$ cat src/rtl/audtmr_chan.sv
module audtmr_chan #(
  parameter int DIV_W    = 8,
  parameter int MID_DIV  = 28,
  parameter int SLOW_DIV = 114,
  parameter int MID_LEAD = 7
) (
  input  logic       clk,
  input  logic       rst_n,
  input  logic       bus_we,
  input  logic [1:0] bus_addr,
  input  logic [7:0] bus_wdata,
  output logic       irq_n
);
  localparam int MW = $clog2(MID_DIV);
  localparam int SW = $clog2(SLOW_DIV);

  logic [DIV_W-1:0] div_q, cnt_q;
  logic [1:0]       sel_q, pair_q;
  logic             en_q, stat_q;
  logic [MW-1:0]    mid_cnt;
  logic [SW-1:0]    slow_cnt;
  logic [1:0]       mid_pipe, slow_pipe;

  wire run       = |pair_q;
  wire mid_tick  = run && (mid_cnt == MW'(MID_DIV - 1));
  wire slow_tick = run && (slow_cnt == SW'(SLOW_DIV - 1));
  wire base_tick = (sel_q == 2'b00) ? 1'b1 :
                   (sel_q == 2'b01) ? mid_pipe[1] : slow_pipe[1];
  wire underflow = base_tick && (cnt_q == '0);

  assign irq_n = ~stat_q;

  always_ff @(posedge clk or negedge rst_n) begin
    if (!rst_n) begin
      div_q  <= '0;
      sel_q  <= 2'b00;
      pair_q <= 2'b00;
      en_q   <= 1'b0;
    end else if (bus_we) begin
      case (bus_addr)
        2'd0: div_q <= bus_wdata[DIV_W-1:0];
        2'd1: begin
          sel_q  <= bus_wdata[1:0];
          pair_q <= bus_wdata[5:4];
        end
        2'd2: en_q <= bus_wdata[0];
        default: ;
      endcase
    end
  end

  always_ff @(posedge clk or negedge rst_n) begin
    if (!rst_n) begin
      mid_cnt   <= MW'(MID_LEAD);
      slow_cnt  <= '0;
      mid_pipe  <= '0;
      slow_pipe <= '0;
    end else begin
      if (!run) begin
        mid_cnt  <= MW'(MID_LEAD);
        slow_cnt <= '0;
      end else begin
        mid_cnt  <= mid_tick  ? '0 : mid_cnt + 1'b1;
        slow_cnt <= slow_tick ? '0 : slow_cnt + 1'b1;
      end
      mid_pipe  <= {mid_pipe[0], mid_tick};
      slow_pipe <= {slow_pipe[0], slow_tick};
    end
  end

  always_ff @(posedge clk or negedge rst_n) begin
    if (!rst_n) begin
      cnt_q  <= '0;
      stat_q <= 1'b0;
    end else begin
      if (base_tick) cnt_q <= underflow ? div_q : cnt_q - 1'b1;
      stat_q <= en_q && (stat_q || underflow);
    end
  end
endmodule


$ cat config.mk
export PLATFORM = sky130hd
export DESIGN_NAME = audtmr_chan
export DESIGN_NICKNAME = d
export VERILOG_FILES = /design/src/rtl/audtmr_chan.sv
export SDC_FILE = /design/constraint.sdc
export NUM_CORES = 1
export LEC_CHECK = 0
export ABC_AREA = 1
export BUFFER_PORTS_ARGS = -buffer_cell sky130_fd_sc_hd__buf_4
export CAP_MARGIN = 20
export CELL_PAD_IN_SITES_DETAIL_PLACEMENT = 2
export CELL_PAD_IN_SITES_GLOBAL_PLACEMENT = 2
export CORE_MARGIN = 3
export CORE_UTILIZATION = 30
export DETAILED_ROUTE_END_ITERATION = 7
export GPL_TIMING_DRIVEN = 0
export PLACE_DENSITY = 0.78
export SLEW_MARGIN = 20
export SYNTH_ARGS = -nofsm -noshare
export SYNTH_HDL_FRONTEND = slang
export SYNTH_SLANG_ARGS = --single-unit
$ cat constraint.sdc
create_clock -name clk -period 1.85 [get_ports clk]
set_input_delay 0.555 -clock clk [delete_from_list [all_inputs] [get_ports clk]]
set_output_delay 0.555 -clock clk [all_outputs]
set_load 0.02 [all_outputs]
# Yosys cells after proc, flatten, opt, wreduce, memory -nomap -nowiden
# Cells that the tools add are included.
[classes]
n_reduce_logical = 12
addsub = 3
n_mux = 7
n_eq_ne = 5
bitwise_logic = 1
[op_table]
columns = ["op", "n"]
rows = [
  ["$mux W7", 2],
  ["$mux W5", 2],
  ["$logic_not A8 Y1", 1],
  ["$mux W8", 1],
  ["$sub A8 B1 Y8 const B", 1],
  ["$add A7 B1 Y7 const B", 1],
  ["$eq A7 B7 Y1 const B", 1],
  ["$reduce_and A2 Y1", 3],
  ["$add A5 B1 Y5 const B", 1],
  ["$eq A5 B5 Y1 const B", 1],
  ["$eq A2 B1 Y1 const B", 2],
  ["$logic_and A1 B1 Y1", 4],
  ["$logic_not A2 Y1", 2],
  ["$eq A2 B2 Y1 const B", 1],
  ["$mux W1", 2],
  ["$reduce_or A2 Y1", 1],
  ["$logic_or A1 B1 Y1", 1],
  ["$not A1 Y1", 1],
]
[totals]
out_inout_bits = 1
register_bits = 38
elab_cells = 38
inputBits = 13

# Depth between registers and ports, before layout
# Gate-level depths: netlist of the first run.
[depth]
word_depth = 6
ltp_mapped = 9
depth_no_buf = 9

# Worst setup path after synthesis of the first run
# Ideal clock, no wire load.
[synth_timing]
path_kind = "reg2reg"
startpoint = "register cnt_q[0]"
endpoint = "register cnt_q[6]"
synth_period_minus_slack_ns = 1.330
path_buffers = 0
setup_slack_ns = 0.520
arrival_time_ns = 1.213
setup_time_ns = 0.116
required_time_ns = 1.734
path_stages_with_launch = 10
cell_sequence = "dfrtp_1 > inv_1 > ha_1 > nand2_1 > nor2_1 > nand2_4 > nor2_1 > nor2_1 > nand2_1 > nand2_1"
[synth_between]
elab_chain_len = 3
elab_cells_between_ends = 4
cone_classes = "1 x add/sub; 1 x mux; 2 x reduce/logical"
[synth_rtl]
columns = ["element", "line", "source"]
rows = [
  ["from (decl)", "17", "logic [DIV_W-1:0] div_q, cnt_q;"],
  ["from (signal assigned)", "76", "if (base_tick) cnt_q <= underflow ? div_q : cnt_q - 1'b1;"],
  ["branches (longest 2 deep; another with $sub A8 B1 Y8)", "-", ""],
  ["$mux W8 (*)", "76", ""],
]
# Every way passes the cells marked *.
# A chain may end at the register's enable or synchronous reset.

# Worst setup path in the final report of the first run
# Ends and elaborated chain as after synthesis.

==> flow_metrics.py, run 1 <==
metrics = {
    "yosys": {
        "syn_nets": 234,
        "post_synth_num_cell_types": 26,
        "synth_largest_area_cell": "dfrtp_1",
        "synth.avg_cell_area_sq_um": 8.561,
        "synth_flop_cell": "dfrtp_1",
        "ys_seq_area_frac": 0.5162,
        "postSynth.asyncResetShare": 1.000,
        "synth.yosys.warnings": 0,
        "ys_seq_elements": 38,
        "synth-edff-count": 0,
        "cell_area_synth_sq_um": 1849,
        "proportion_of_netlist_area_held_by_the_largest_area_contributor": 0.4736,
        "synthCells": 216,
        "synth.area.top_cells": "dfrtp_1 (47%), nand2_1 (8.1%), inv_1 (6.1%)",
    },
    "power_and_ir_drop": {
        "max-vdd-ir-drop_mv": 0.5538,
        "cellPowerDensity_nw_per_um2": 1301,
        "total_leakage_power_nw": 1.115,
        "total_power_mw": 2.801,
    },
    "status": {
        "outcome": "complete, no violations",
    },
    "routing": {
        "drt_drc_violations_left": 0,
        "number_of_detailed_routing_iterations_run_before_antenna_repair": 4,
        "vias": 1464,
        "route.detailed.vias_per_inst": 4.738,
        "route.detailed.wl_per_inst_um": 14.16,
        "drt_wl_total_um": 4374,
        "drtIter0Drc": 64,
        "final_antenna_net_count": 0,
    },
    "timing": {
        "setup-tns-final_ns": 0,
        "timing.final.crit_share": 0.8357,
        "setup_viol": 0,
        "timing_hold_violations_final": 0,
        "timing.final.crit_period_ns": 1.546,
        "setup_slack_ns": 0.3039,
        "timing.slew.headroom": 0.6681,
        "slew_viol_final": 0,
        "rsz0062_at_grt": "false",
        "worst_clock_skew_ns": 0.004807,
        "max_clock_freq_mhz": 646.8,
        "worst-slew-pin-transition_ns": 0.4979,
        "hold_slack_ns": 0.2284,
    },
    "finish": {
        "drive_gt1_frac": 0.1688,
        "antenna_cells_inserted": 0,
        "finalNetCount": 254,
        "instances_no_fill": 309,
        "final_util": 0.3749,
        "flow.area_growth_from_synthesis_pct": 16.44,
        "final_area_sq_um": 2153,
    },
    "place": {
        "placement.cell_area_sq_um": 2037,
        "buffer_ports.inserted": 13,
        "hpwlAfterDp_um": 3303,
        "routabilityCongestion": 0.7115,
        "place_ws_ns": 0.3322,
        "place.detailed.instances": 301,
    },
    "clock_network": {
        "cts_tree": "done",
        "root_buffer": "clkbuf_8",
        "cts_hold_buffers": 0,
        "clk_path_buf_depth": 2,
        "cts.clk_slew.worst_paths_ns": 0.08,
        "cts.sink_count": 38,
        "post-cts-setup-buffer-count": 0,
        "cts-resized-gates": 0,
        "h-tree-depth": 2,
        "cts_made_buffers": 5,
        "clock_latency_on_the_worst_skew_pair_ns": 0.29,
    },
    "global_routing": {
        "first_global_vias": 1656,
        "antenna_found_initial": 0,
        "grt_overflow": 0,
        "track_usage": 0.1346,
        "grt_start_max_net_pins": 39,
        "grt_first_pass_wirelength_um": 7721,
    },
    "critical_path": {
        "critical_path.endpoint_type": "flip-flop",
        "crit_path_cell_trace": "inv_1 -> ha_1 -> nand2_1 -> nor2_1 -> nand2_4 -> nor2_1 -> nor2_1 -> nand2_1 -> nand2_1",
        "worst_path_max_delay_cell": "dfrtp_1",
        "critical_path_class": "flip-flop to flip-flop",
        "worst_ep_required_time_ns": 2.04,
        "start_kind": "flip-flop",
        "critical_path_peak_fanout": 8,
        "slowest_delay_ns": 0.38,
        "cp.arrival_ns": 1.73,
    },
    "die": {
        "design.die.area_sq_um": 7142,
        "chipHeight_um": 84.51,
        "floorplan_core_area_sq_um": 5743,
        "fp.dieW_um": 84.51,
        "starting_density_of_the_core": 0.3220,
        "ios": 14,
        "fp-row-count": 27,
    },
    "job": {
        "maxCapViolations": 0,
    },
    "worst_hold_path": {
        "worst_hold_path_type": "input port to asynchronous set/reset pin",
    },
}
cell type report:
| cell class | instances | area, sq um |
|---|---|---|
| plain buffers | 1 | 5.005 |
| clock buffers | 7 | 86.33 |
| clock inverters | 1 | 30.03 |
| fillers | 649 | 3590 |
| inverters | 32 | 120.1 |
| multi-input cells | 145 | 769.5 |
| flip-flops and latches | 38 | 954.7 |
| well taps | 72 | 90.09 |
| repair buffers | 13 | 97.59 |
placed cells by master, fill, tap and decap left out, drive strengths merged, types with 2 or more instances in the layout:
master / count
nand3: 20
a21oi: 10
o21ai: 15
inv: 32
dfstp: 3
nand2: 47
clkbuf: 7
buf: 14
xnor2: 2
dfrtp: 35
xor2: 3
nor2: 31
ha: 5
nor3: 4
mux2: 2
nand4: 2
logic make-up after synthesis:
kind of cell    share of synthesized area
buf+inv                           0.06766
xor+xnor                          0.02368
simple gates                       0.2747
compound gates                    0.07172
flops                              0.5162
mux                               0.01218
fa+ha+maj                         0.03383
final timing paths:
path / slack, ns / cells after the start / startpoint / end
max: 0.30 / 9 / cnt_q[0] / cnt_q[6]
min: 0.23 / 1 / rst_n / slow_cnt[1]
max reg2reg: 0.30 / 9 / cnt_q[0] / cnt_q[6]
min reg2reg: 0.35 / 0 / mid_pipe[0] / mid_pipe[1]
max in group asynchronous: 1.25 / 1 / rst_n / mid_cnt[0]
min in group clk: 0.35 / 0 / mid_pipe[0] / mid_pipe[1]
registers in the layout (all words and copies together), names as in the netlist:
signal / flops
mid_pipe: 2
stat_q: 1
sel_q: 2
div_q: 8
mid_cnt: 5
slow_pipe: 2
en_q: 1
pair_q: 2
cnt_q: 8
slow_cnt: 7
Yosys cell counts (3+ instances only):
| cell type | instances |
|---|---|
| nand2_1 | 40 |
| inv_1 | 30 |
| dfrtp_1 | 35 |
| nand3_1 | 20 |
| dfstp_2 | 3 |
| nand2_2 | 4 |
| nand2_4 | 3 |
| xor2_1 | 3 |
| nor2_1 | 27 |
| a21oi_1 | 10 |
| ha_1 | 5 |
| o21ai_0 | 14 |
| nor3_1 | 4 |
worst max-delay path, delay by kind of cell (launching register included):
kind,cells,cell delay [ns]
buffers and inverters,1,0.17
adder cells (fa/ha/maj),1,0.26
AND/OR/NAND/NOR,7,0.64
flip-flops,1,0.38
power breakdown:
group | internal [mW] | total, mW | switching, mW
clock | 0.440 | 0.739 | 0.299
combinational | 0.316 | 0.833 | 0.517
sequential | 1.04 | 1.23 | 0.186
routing by layer:
metal  wire length, um  track usage
met4                31      0.03453
met1              1901       0.1601
met2              2368       0.2463
met5                 0            0
met3                73      0.02650
(Power assumes the default switching activity.)
==> run 2: changes to the inputs <==
--- a/config.mk
+++ b/config.mk
@@ -5,7 +5,7 @@
 export SDC_FILE = /design/constraint.sdc
 export NUM_CORES = 1
 export LEC_CHECK = 0
-export ABC_AREA = 1
+export ABC_AREA = 0
 export BUFFER_PORTS_ARGS = -buffer_cell sky130_fd_sc_hd__buf_4
 export CAP_MARGIN = 20
 export CELL_PAD_IN_SITES_DETAIL_PLACEMENT = 2
@@ -14,7 +14,7 @@
 export CORE_UTILIZATION = 30
 export DETAILED_ROUTE_END_ITERATION = 7
 export GPL_TIMING_DRIVEN = 0
-export PLACE_DENSITY = 0.78
+export PLACE_DENSITY = 0.75
 export SLEW_MARGIN = 20
 export SYNTH_ARGS = -nofsm -noshare
 export SYNTH_HDL_FRONTEND = slang
==> constraint.sdc (replaced) <==
create_clock -name clk -period 1.4 [get_ports clk]
set_input_delay 0.42 -clock clk [delete_from_list [all_inputs] [get_ports clk]]
set_output_delay 0.42 -clock clk [all_outputs]
set_load 0.02 [all_outputs]
==> run 2 against run 1 <==
The run now ends with negative setup slack left. Area after synthesis down 7.0%. Register-to-register slack lost 0.57 ns. Sequential power up 46%. Hold slack got worse by 0.15 ns. Sequential share of layout area fell by 4.6 points. First-iteration DRC count is 27% lower. Clock power up 57%. Largest power group unchanged. Die area shrank 6.5%.
==> flow_metrics.py, run 2 <==
metrics = {
    "status": {
        "outcome": "finished, violations left",
        "violations": "negative setup slack",
    },
    "yosys": {
        "ys_seq_area_frac": 0.5553,
        "synth_flop_cell": "dfrtp_1",
        "post-synth-top-count-cell": "dfrtp_1",
        "synth.top_cells.by_count": "dfrtp_1 (35), nor2_1 (15), mux2_2 (13), inv_1 (8)",
        "synth_largest_area_cell": "dfrtp_1",
        "cell_area_synth_sq_um": 1719,
        "synth.yosys.warnings": 0,
        "synth.area.top_cells": "dfrtp_1 (51%), mux2_2 (8.5%), dfstp_2 (4.6%)",
        "post_synth_num_cell_types": 36,
        "syn_nets": 162,
        "synth.avg_cell_area_sq_um": 11.94,
        "proportion_of_netlist_area_held_by_the_largest_area_contributor": 0.5095,
        "synth-edff-count": 0,
        "ys_seq_elements": 38,
        "synthCells": 144,
        "postSynth.asyncResetShare": 1.000,
    },
    "clock_network": {
        "clk_path_buf_depth": 2,
        "h-tree-depth": 2,
        "cts_tree": "done",
        "root_buffer": "clkbuf_8",
        "cts_hold_buffers": 0,
        "clock_latency_on_the_worst_skew_pair_ns": 0.30,
        "cts.sink_count": 38,
        "cts.clk_slew.worst_paths_ns": 0.07,
        "cts_made_buffers": 5,
    },
    "critical_path": {
        "slowest_delay_ns": 0.43,
        "cp.arrival_ns": 1.85,
        "start_kind": "flip-flop",
        "critical_path_peak_fanout": 6,
        "cp.buffers_inverters": 1,
        "crit_path_cell_trace": "nor4_4 -> nand3_4 -> buf_6 -> o21a_1 -> o22a_1",
        "critical-path-top-delay-family": "simple AND/OR/NAND/NOR gates",
        "critical_path.endpoint_type": "flip-flop",
        "critical_path_class": "flip-flop to flip-flop",
        "worst_ep_required_time_ns": 1.58,
        "worst_path_max_delay_cell": "dfrtp_2",
    },
    "global_routing": {
        "grt_overflow": 0,
        "antenna_found_initial": 0,
        "grt_first_pass_wirelength_um": 7314,
        "grt_start_max_net_pins": 39,
        "track_usage": 0.1496,
        "first_global_vias": 1442,
    },
    "timing": {
        "timing.slew.headroom": 0.6336,
        "timing_hold_violations_final": 0,
        "timing.final.crit_period_ns": 1.662,
        "worst-slew-pin-transition_ns": 0.5490,
        "rsz0062_at_grt": "true",
        "timing.final.crit_share": 1.187,
        "max_clock_freq_mhz": 601.7,
        "worst_clock_skew_ns": 0.003348,
        "setup_viol": 15,
        "slew_viol_final": 0,
        "setup_slack_ns": -0.2619,
        "hold_slack_ns": 0.07879,
    },
    "die": {
        "fp-row-count": 26,
        "design.die.area_sq_um": 6675,
        "ios": 14,
        "starting_density_of_the_core": 0.3222,
        "floorplan_core_area_sq_um": 5335,
        "chipHeight_um": 81.70,
        "fp.dieW_um": 81.70,
    },
    "routing": {
        "drtIter0Drc": 47,
        "vias": 1277,
        "route.detailed.vias_per_inst": 5.008,
        "number_of_detailed_routing_iterations_run_before_antenna_repair": 4,
        "drt_drc_violations_left": 0,
        "drt_wl_total_um": 4698,
        "route.detailed.wl_per_inst_um": 18.42,
        "final_antenna_net_count": 0,
    },
    "finish": {
        "drive_gt1_frac": 0.5189,
        "most_common_cell_after_layout_fill_and_taps_aside": "dfrtp_1",
        "reg.largest.list": "cnt_q: 8 flops, div_q: 8 flops, slow_cnt: 7 flops",
        "finalNetCount": 202,
        "final_util": 0.4517,
        "final_area_sq_um": 2410,
        "instances_no_fill": 255,
        "fill_cells": 547,
        "antenna_cells_inserted": 0,
        "multiInputGateArea_sq_um": 917.1,
        "flow.area_growth_from_synthesis_pct": 40.17,
        "final_cell_mix": "dfrtp_1 (32), buf_4 (31), mux2_2 (13), inv_1 (8), o22a_1 (7)",
        "area.sequential_sq_um": 958.4,
    },
    "place": {
        "placement.cell_area_sq_um": 1911,
        "routabilityCongestion": 0.7491,
        "buffer_ports.inserted": 13,
        "hpwlAfterDp_um": 2880,
        "place.detailed.instances": 227,
    },
    "power_and_ir_drop": {
        "cellPowerDensity_nw_per_um2": 1863,
        "max-vdd-ir-drop_mv": 0.7295,
        "total_leakage_power_nw": 1.009,
    },
    "worst_hold_path": {
        "worst_hold_path_type": "input port to asynchronous set/reset pin",
    },
    "job": {
        "maxCapViolations": 0,
    },
}
-- run 2: path summary, 6_finish.rpt --
check	slack (ns)	depth (start not counted)	to	from
min in group clk	0.36	2	div_q[7]	bus_wdata[7]
worst max register to register	-0.26	5	cnt_q[7]	cnt_q[4]
worst min register to register	0.36	0	mid_pipe[1]	mid_pipe[0]
max in group asynchronous	0.96	1	cnt_q[4]	rst_n
worst max-delay path	-0.26	5	cnt_q[7]	cnt_q[4]
worst min-delay path	0.08	1	cnt_q[2]	rst_n
-- run 2: cell families after synthesis --
kind of cell             after synthesis  share of synthesized area
multiplexers                          15                    0.09898
buffers and inverters                 10                    0.02620
flip-flops                            38                     0.5553
adder cells (fa/ha/maj)                5                    0.03639
AND/OR/NAND/NOR                       46                     0.1543
AO/OA/AOI/OAI                         23                    0.09316
XOR/XNOR                               7                    0.03566
-- run 2: through the flow --
stage	power [mW]	setup WS, ns	TNS, ns
2_1_floorplan	2.370	-0.08165	-0.2428
3_3_place_gp	2.557	-0.3326	-4.380
3_5_place_dp	2.707	-0.3787	-6.199
4_1_cts	4.148	-0.2332	-1.648
5_1_grt	4.788	-0.3207	-3.029
6_report	4.490	-0.2619	-2.139
-- run 2: layout make-up --
cell class                 count  area share
inverter                       8     0.01246
tap                           70     0.03634
timing repair buffer          33      0.1059
multi-input combinational     96      0.3806
clock buffer                   6     0.03427
sequential                    38      0.3977
buffer                         2    0.007788
clock inverter                 2     0.02492
-- run 2: metal layers --
layer	vias to the layer above	track usage	part of all wire
met2	17	0.2720	0.55
met5	-	0	0
met1	672	0.1718	0.40
li1	579	-	-
met4	0	0.05316	0.019
met3	9	0.03289	0.025
-- run 2: report_power, final --
part           leakage [nW]  internal (mW)  switching, mW  total [mW]
Sequential            0.467           1.44          0.361        1.80
Combinational         0.471          0.824          0.705        1.53
Clock                0.0714          0.760          0.400        1.16
-- run 2: timing repair --
action / in CTS / in global routing
setup endpoints to repair: 28 / 20
cloned: 0 / 0
pin swaps: 9 / 14
gates resized for setup: 21 / 31
setup buffers: 9 / 11
==> run 3: changes to the inputs <==
--- a/config.mk
+++ b/config.mk
@@ -12,6 +12,7 @@
 export CELL_PAD_IN_SITES_GLOBAL_PLACEMENT = 2
 export CORE_MARGIN = 3
 export CORE_UTILIZATION = 30
+export CTS_BUF_LIST = sky130_fd_sc_hd__clkbuf_4
 export DETAILED_ROUTE_END_ITERATION = 7
 export GPL_TIMING_DRIVEN = 0
 export PLACE_DENSITY = 0.75
==> run 3 against run 2 <==
The flow still finishes with violations (negative setup slack). Cell count fell by 1.2%. Clock skew increased by 0.0026 ns. Register-to-register slack hardly changed. Wire length shrank 2.2%. Sequential cell count stayed put. Worst setup slack lost 0.0079 ns.
==> flow_metrics.py, run 3 (same netlist as run 2, synthesis figures left out) <==
metrics = {
    "routing": {
        "drt_wl_total_um": 4594,
        "final_antenna_net_count": 0,
        "drtIter0Drc": 48,
        "route.detailed.vias_per_inst": 4.940,
        "drt_drc_violations_left": 0,
        "vias": 1245,
        "number_of_detailed_routing_iterations_run_before_antenna_repair": 4,
        "route.detailed.wl_per_inst_um": 18.23,
    },
    "finish": {
        "flow.area_growth_from_synthesis_pct": 34.79,
        "drive_gt1_frac": 0.4780,
        "instances_no_fill": 252,
        "antenna_cells_inserted": 0,
        "finalNetCount": 199,
        "reg.largest.list": "cnt_q: 8 flops, div_q: 8 flops, slow_cnt: 7 flops",
        "most_common_cell_after_layout_fill_and_taps_aside": "dfrtp_1",
        "final_cell_mix": "dfrtp_1 (32), buf_4 (26), mux2_2 (13), o22a_1 (7)",
    },
    "timing": {
        "setup_slack_ns": -0.2698,
        "max_clock_freq_mhz": 598.9,
        "timing_hold_violations_final": 0,
        "worst-slew-pin-transition_ns": 0.5356,
        "slew_viol_final": 0,
        "timing.slew.headroom": 0.6426,
        "setup_viol": 17,
        "worst_clock_skew_ns": 0.005899,
        "timing.final.crit_share": 1.193,
        "rsz0062_at_grt": "true",
        "timing.final.crit_period_ns": 1.670,
    },
    "place": {
        "place.detailed.instances": 227,
        "routabilityCongestion": 0.7491,
        "hpwlAfterDp_um": 2880,
        "buffer_ports.inserted": 13,
    },
    "die": {
        "fp.dieW_um": 81.70,
        "design.die.area_sq_um": 6675,
        "chipHeight_um": 81.70,
        "starting_density_of_the_core": 0.3222,
        "fp-row-count": 26,
        "floorplan_core_area_sq_um": 5335,
        "ios": 14,
    },
    "global_routing": {
        "track_usage": 0.1529,
        "antenna_found_initial": 0,
        "grt_start_max_net_pins": 39,
        "first_global_vias": 1464,
        "grt_overflow": 0,
        "grt_first_pass_wirelength_um": 7514,
    },
    "critical_path": {
        "critical_path.reg2reg.startpoint": "cnt_q[4]",
        "timing.rr.end": "cnt_q[7]",
        "worst_ep_required_time_ns": 1.64,
        "regToRegSetupSlack_ns": -0.27,
        "critical_path_class": "flip-flop to flip-flop",
        "startpoint": "cnt_q[4]",
        "r2r.worst_path.cells": 5,
        "start_kind": "flip-flop",
        "critical_path_peak_fanout": 6,
        "crit_end": "cnt_q[7]",
        "critical_path.endpoint_type": "flip-flop",
        "cp.arrival_ns": 1.91,
    },
    "clock_network": {
        "cts.clk_slew.worst_paths_ns": 0.12,
        "clock_latency_on_the_worst_skew_pair_ns": 0.34,
        "cts.sink_count": 38,
        "cts_made_buffers": 5,
        "cts_hold_buffers": 0,
        "cts_tree": "done",
        "clk_path_buf_depth": 2,
        "h-tree-depth": 2,
        "root_buffer": "clkbuf_4",
    },
    "job": {
        "maxCapViolations": 0,
    },
    "status": {
        "outcome": "finished, violations left",
        "violations": "negative setup slack",
    },
    "power_and_ir_drop": {
        "total_leakage_power_nw": 0.9681,
        "cellPowerDensity_nw_per_um2": 1800,
        "total_power_mw": 4.172,
        "max-vdd-ir-drop_mv": 0.7753,
    },
    "worst_hold_path": {
        "worst_hold_path_type": "input port to asynchronous set/reset pin",
    },
}
[run 3: per-layer routing]
layer	vias up	share of wire	GRT usage
met1	650	0.41	0.1788
met5	-	0	0
li1	578	-	-
met3	5	0.022	0.03289
met4	0	0.010	0.05648
met2	12	0.55	0.2736
[run 3: cell type report]
cell class                      count  area (sq um)
Buffer                              2         20.02
Clock buffer                        5         37.54
Clock inverter                      3         63.81
Fill cell                         549          3018
Inverter                            8         30.03
Multi-Input combinational cell     96         879.6
Sequential cell                    38         958.4
Tap cell                           70         87.58
Timing Repair Buffer               30         240.2
[run 3: worst min path at each step]
stage	from	to	slack (ns)
floorplan	rst_n	cnt_q[0]	0.12
global placement	mid_pipe[0]	mid_pipe[1]	0.33
detailed placement	slow_pipe[0]	slow_pipe[1]	0.34
CTS	rst_n	sel_q[1]	0.02
global route	rst_n	sel_q[1]	0.03
finish	rst_n	en_q	0.02
[run 3: power by group]
group / total [mW] / leakage [nW] / internal, mW / switching, mW
Combinational: 1.48 / 0.449 / 0.772 / 0.713
Sequential: 1.77 / 0.467 / 1.44 / 0.330
Clock: 0.919 / 0.0528 / 0.550 / 0.369
Total: 4.17 / 0.968 / 2.76 / 1.41
[run 3: per-stage QoR]
step	utilization	worst slack [ns]	TNS [ns]	cell area (sq um)	hold WS, ns
floorplan	-	-0.08165	-0.2428	1725	0.1244
global placement	0.3581	-0.3326	-4.380	1911	0.3327
detailed placement	0.3581	-0.3787	-6.199	1911	0.3426
CTS	0.4137	-0.2172	-1.716	2207	0.02118
global route	0.4343	-0.3462	-3.640	2317	0.02630
finish	0.4343	-0.2698	-2.437	2317	0.02431
[run 3: worst max-delay path, cell delays in order, from the launching register on]
cell and delay, ns:
dfrtp_2 0.45, nor4_4 0.39, nand3_4 0.17, buf_8 0.18
o21a_1 0.18, o22a_1 0.20
[run 3: repair_timing]
action | in CTS | in global routing
cloned | 0 | 0
setup buffers | 11 | 7
gates resized for setup | 30 | 18
pin swaps | 14 | 5
setup endpoints to repair | 20 | 28
